--- src/rtl/scs_pkg.sv ---
package scs_pkg;
  localparam int WORD_W  = 16;
  localparam int BIT_CYC = 8;   // system clocks per serial bit, even

  typedef enum logic {PH_LOW = 1'b0, PH_HIGH = 1'b1} half_e;
endpackage

--- src/rtl/scs_bit_timer.sv ---
module scs_bit_timer
  import scs_pkg::*;
#(
  parameter int BIT_CYC = scs_pkg::BIT_CYC
) (
  input  logic  clk_i,
  input  logic  rst_ni,
  input  logic  run_i,
  output half_e phase_o,
  output logic  period_end_o
);
  localparam int CW   = (BIT_CYC > 2) ? $clog2(BIT_CYC) : 1;
  localparam int HALF = BIT_CYC / 2;

  logic [CW-1:0] cyc_q;

  always_ff @(posedge clk_i or negedge rst_ni) begin
    if (!rst_ni)           cyc_q <= '0;
    else if (!run_i)       cyc_q <= '0;
    else if (period_end_o) cyc_q <= '0;
    else                   cyc_q <= cyc_q + 1'b1;
  end

  assign period_end_o = run_i && (cyc_q == CW'(BIT_CYC - 1));
  assign phase_o      = (cyc_q >= CW'(HALF)) ? PH_HIGH : PH_LOW;
endmodule

--- src/rtl/scs_rot_reg.sv ---
module scs_rot_reg #(
  parameter int WIDTH = scs_pkg::WORD_W
) (
  input  logic             clk_i,
  input  logic             rst_ni,
  input  logic             load_i,
  input  logic [WIDTH-1:0] load_val_i,
  input  logic             rot_i,
  output logic [WIDTH-1:0] q_o
);
  always_ff @(posedge clk_i or negedge rst_ni) begin
    if (!rst_ni)     q_o <= '0;
    else if (load_i) q_o <= load_val_i;
    else if (rot_i)  q_o <= {q_o[WIDTH-2:0], q_o[WIDTH-1]};
  end
endmodule

--- src/rtl/scs_frame_ctrl.sv ---
module scs_frame_ctrl #(
  parameter int WIDTH = scs_pkg::WORD_W
) (
  input  logic clk_i,
  input  logic rst_ni,
  input  logic start_i,
  input  logic period_end_i,
  output logic busy_o
);
  localparam int CNT_W = (WIDTH > 2) ? $clog2(WIDTH) : 1;

  logic [CNT_W-1:0] bit_cnt_q;
  logic             last_bit;

  assign last_bit = (bit_cnt_q == CNT_W'(WIDTH - 1));

  always_ff @(posedge clk_i or negedge rst_ni) begin
    if (!rst_ni) begin
      busy_o    <= 1'b0;
      bit_cnt_q <= '0;
    end else if (start_i) begin
      busy_o    <= 1'b1;
      bit_cnt_q <= '0;
    end else if (busy_o && period_end_i) begin
      if (last_bit) begin
        busy_o    <= 1'b0;
        bit_cnt_q <= '0;
      end else begin
        bit_cnt_q <= bit_cnt_q + 1'b1;
      end
    end
  end
endmodule

--- src/rtl/serial_cmd_shifter.sv ---
module serial_cmd_shifter
  import scs_pkg::*;
#(
  parameter int WIDTH   = scs_pkg::WORD_W,
  parameter int BIT_CYC = scs_pkg::BIT_CYC
) (
  input  logic             clk_i,
  input  logic             rst_ni,
  input  logic [WIDTH-1:0] wdata_i,
  input  logic             wr_mask_i,
  input  logic             wr_data_i,
  output logic [WIDTH-1:0] data_o,
  output logic [WIDTH-1:0] mask_o,
  output logic             busy_o,
  output logic             ser_clk_o,
  output logic             ser_dat_o,
  output logic             ser_en_o
);
  logic  start, mask_ld, rot, slot_on;
  half_e phase;

  // writes are accepted only while idle
  assign start   = wr_data_i && !busy_o;
  assign mask_ld = wr_mask_i && !busy_o;

  scs_frame_ctrl #(.WIDTH(WIDTH)) u_frame (
    .clk_i, .rst_ni,
    .start_i(start), .period_end_i(rot), .busy_o(busy_o)
  );

  scs_bit_timer #(.BIT_CYC(BIT_CYC)) u_timer (
    .clk_i, .rst_ni,
    .run_i(busy_o), .phase_o(phase), .period_end_o(rot)
  );

  scs_rot_reg #(.WIDTH(WIDTH)) u_data (
    .clk_i, .rst_ni,
    .load_i(start), .load_val_i(wdata_i), .rot_i(rot), .q_o(data_o)
  );

  scs_rot_reg #(.WIDTH(WIDTH)) u_mask (
    .clk_i, .rst_ni,
    .load_i(mask_ld), .load_val_i(wdata_i), .rot_i(rot), .q_o(mask_o)
  );

  assign slot_on   = busy_o && mask_o[WIDTH-1];
  assign ser_clk_o = slot_on && (phase == PH_HIGH);
  assign ser_dat_o = slot_on && data_o[WIDTH-1];
  assign ser_en_o  = busy_o;
endmodule

--- config.mk ---
export PLATFORM = sky130hd
export DESIGN_NAME = serial_cmd_shifter
export DESIGN_NICKNAME = d
export VERILOG_FILES = /design/src/rtl/scs_pkg.sv /design/src/rtl/scs_bit_timer.sv /design/src/rtl/scs_rot_reg.sv /design/src/rtl/scs_frame_ctrl.sv /design/src/rtl/serial_cmd_shifter.sv
export SDC_FILE = /design/constraint.sdc
export NUM_CORES = 1
export LEC_CHECK = 0
export CAP_MARGIN = 20
export CORE_MARGIN = 5
export CORE_UTILIZATION = 49
export CTS_BUF_LIST = sky130_fd_sc_hd__clkbuf_4
export DETAILED_ROUTE_END_ITERATION = 8
export PLACE_DENSITY_LB_ADDON = 0.2
export SLEW_MARGIN = 0
export SYNTH_ARGS = -nofsm -noshare
export SYNTH_HDL_FRONTEND = slang
export SYNTH_SLANG_ARGS = --single-unit
--- constraint.sdc ---
create_clock -name clk_i -period 2.2 [get_ports clk_i]
set_clock_uncertainty 0.15 [all_clocks]
set_input_delay 0.44 -clock clk_i [delete_from_list [all_inputs] [get_ports clk_i]]
set_output_delay 0.44 -clock clk_i [all_outputs]
set_load 0.05 [all_outputs]
==> impl_metrics.tcl <==
set metrics [dict create \
    status "completed" \
    drc_errors 0 \
    slew_violations 0 \
    yosysSeqAreaShare 0.5148 \
    critPathMaxStageDelay_ns 0.82 \
    num_rows 22 \
    hold_viol_final 0 \
    path_delay_family "buffers and inverters" \
    hold_path_class "register to register" \
    cp_slowest_cell "clkdlybuf4s50_1" \
    arrival_ns 1.56 \
    antenna_found_initial 0 \
    syn_area_um2 1944 \
    final_nets 254 \
    slew_headroom 0.6430 \
    io_pins 56 \
    grt_pass1_wl_mm 7.307 \
    synth-main-ff-cell "dfrtp_1" \
    drtAntennaViolNets 0 \
    via_per_inst 5.311 \
    synth_compound_area_frac 0.09974 \
    ys_types 27 \
    die_y_um 72.99 \
    ctsLongestPathBuffers 2 \
    synth.area.top_cells "dfrtp_1 (51%), mux2i_1 (16%), a21oi_1 (4.6%)" \
    gp_congestion 0.7595 \
    crit_type "register to output port" \
    synth.largest_area_cell "dfrtp_1" \
    synth_nets 200 \
    p_per_area_nw_per_um2 1623 \
    avgRoutedWirePerCell_um 16.11 \
    cts_buffers 5 \
    clk_latency_ns 0.35 \
    min_period_ns 2.146 \
    first_iter_violations 63 \
    finalCritPeriodShare 0.9755 \
    yosys.area_share.simple 0.1268 \
    ys_ff_latch 40 \
    synthXorXnorAreaFrac 0.004505 \
    worstPathBufferInverterCount 1 \
    grt_usage 0.1771 \
    synth_top_family_by_area "multiplexers" \
    initial_utilization 0.5194 \
    drv_cap 0 \
    finalSetupViolCount 0 \
    worst_pin_slew_ns 0.5346 \
    startpoint_type "register" \
    path_max_fanout 3 \
    coreArea_um2 3744 \
    ir_worst_vdd_mv 0.9177 \
    ys.warnings.count 0 \
    muxShareOfSynthArea 0.1647 \
    root_buffer "clkbuf_4" \
    cts_max_level 2 \
    synthArstFlopShare 1.000 \
    portBuffers 55 \
    synth-edff-count 0 \
    layout-drive-gt1-share 0.1034 \
    cts.sinks 40 \
    path_clk_slew_ns 0.11 \
    grt_pass1_vias 1530 \
    synth_fa_ha_area_frac 0.01931 \
    crit_chain "clkdlybuf4s50_1" \
    p_leak_uw 0.001278 \
    drtPass1Iterations 4 \
    cp-end-kind "output port" \
    required_ns 1.61 \
    finalWirelength_mm 4.510 \
    postCtsSetupBuffers 0 \
    die_width_um 72.99 \
    rrSetupSlack_ns 0.37 \
    clock.fmax_mhz 466.0 \
    overflow 0 \
    antenna_cells 0 \
    yosysTopAreaCellShare 0.5148 \
    routed-via-count 1487 \
    utilization 0.6989 \
    syn_area_per_cell_um2 10.99 \
    dpl.hpwl_mm 3.161 \
    cts_tree "yes" \
    setup_tns_ns 0 \
    synthCells 177 \
    grt_max_degree 34 \
    area_growth_pct 34.56 \
    design.die.area_um2 5328 \
]
==> registers in the layout, indices dropped and copies added, names as in the netlist <==
name,count
u_data.q_o,16
u_frame.bit_cnt_q,4
u_frame.busy_o,1
u_mask.q_o,16
u_timer.cyc_q,3
==> through the flow <==
stage / power, µW / instances / cell area [µm²] / hold WS, ns / worst slack [ns]
global route: 4476 / 280 / 2616 / 0.3240 / -0.007151
floorplan: 3026 / 177 / 1944 / -0.005591 / 0.4377
global placement: 3855 / 271 / 2491 / 0.2704 / 0.4045
CTS: 4304 / 280 / 2556 / 0.3044 / 0.004497
finish: 4246 / 280 / 2616 / 0.3045 / 0.05393
detailed placement: 3932 / 271 / 2491 / 0.2793 / 0.3680
==> cell usage after synthesis (2+ instances only) <==
master / n
ha_1: 3
nor3b_1: 2
and3_2: 2
a21oi_1: 18
buf_12: 4
o21ai_0: 10
nor2_1: 18
nand2_1: 18
o21ai_1: 6
buf_2: 6
nand3_1: 2
clkbuf_1: 2
and3b_2: 2
dfrtp_1: 40
mux2i_1: 32
==> layout by cell type, fill, tap and decap left out, types with 2 or more instances in the layout <==
master and instances:
o21ai_0 10, ha_1 3, buf_12 4, nor3b_1 2, nor2_1 18, nand3_1 2, buf_4 5, mux2i_1 32
dfrtp_1 40, dlymetal6s2s_1 24, o21ai_1 6, and3_2 2, clkdlybuf4s50_1 25, clkbuf_4 7, nand2_1 18, and3b_2 2
a21oi_1 18
==> path summary, 6_finish.rpt <==
kind	start	end	cells after the start
worst max register to register	u_timer.cyc_q[0]$_DFF_PN0_	u_data.q_o[9]$_DFFE_PN0P_	6
worst min-delay path	u_timer.cyc_q[0]$_DFF_PN0_	u_timer.cyc_q[0]$_DFF_PN0_	1
min in group asynchronous	rst_ni	u_mask.q_o[12]$_DFFE_PN0P_	2
worst min register to register	u_timer.cyc_q[0]$_DFF_PN0_	u_timer.cyc_q[0]$_DFF_PN0_	1
max in group asynchronous	rst_ni	u_data.q_o[0]$_DFFE_PN0P_	3
worst max-delay path	u_mask.q_o[0]$_DFFE_PN0P_	mask_o[0]	1
==> power by group <==
part / total (µW) / leakage (µW) / switching (µW) / internal [µW]
logic: 2500 / 0.000800 / 1590 / 910
registers: 1370 / 0.000445 / 287 / 1080
clock network: 373 / 0.0000338 / 226 / 148
total: 4250 / 0.00128 / 2100 / 2140
==> area by class of cell <==
type                    instances  area [µm²]
clock inverters                 1       3.754
fillers                       298        1127
clock buffers                   7       52.55
repair buffers                 61       691.9
multi-input cells             123       807.0
well taps                      48       60.06
flip-flops and latches         40        1001
==> logic make-up after synthesis <==
family | Yosys count
AND/OR/NAND/NOR | 50
flip-flops | 40
AO/OA/AOI/OAI | 37
multiplexers | 32
buffers and inverters | 14
adder cells (fa/ha/maj) | 3
XOR/XNOR | 1
==> routing by layer <==
layer,track usage,share of wire
met4,0.07377,0.021
met2,0.2820,0.51
met3,0.04545,0.062
met1,0.2282,0.41
met5,0,0
==> repair_timing <==
action	in CTS	in global routing
hold endpoints to repair	19	0
hold buffers	1	0
setup endpoints to repair	1	24
gates resized for setup	1	24
Note: power is estimated with default switching activity, not from simulation.
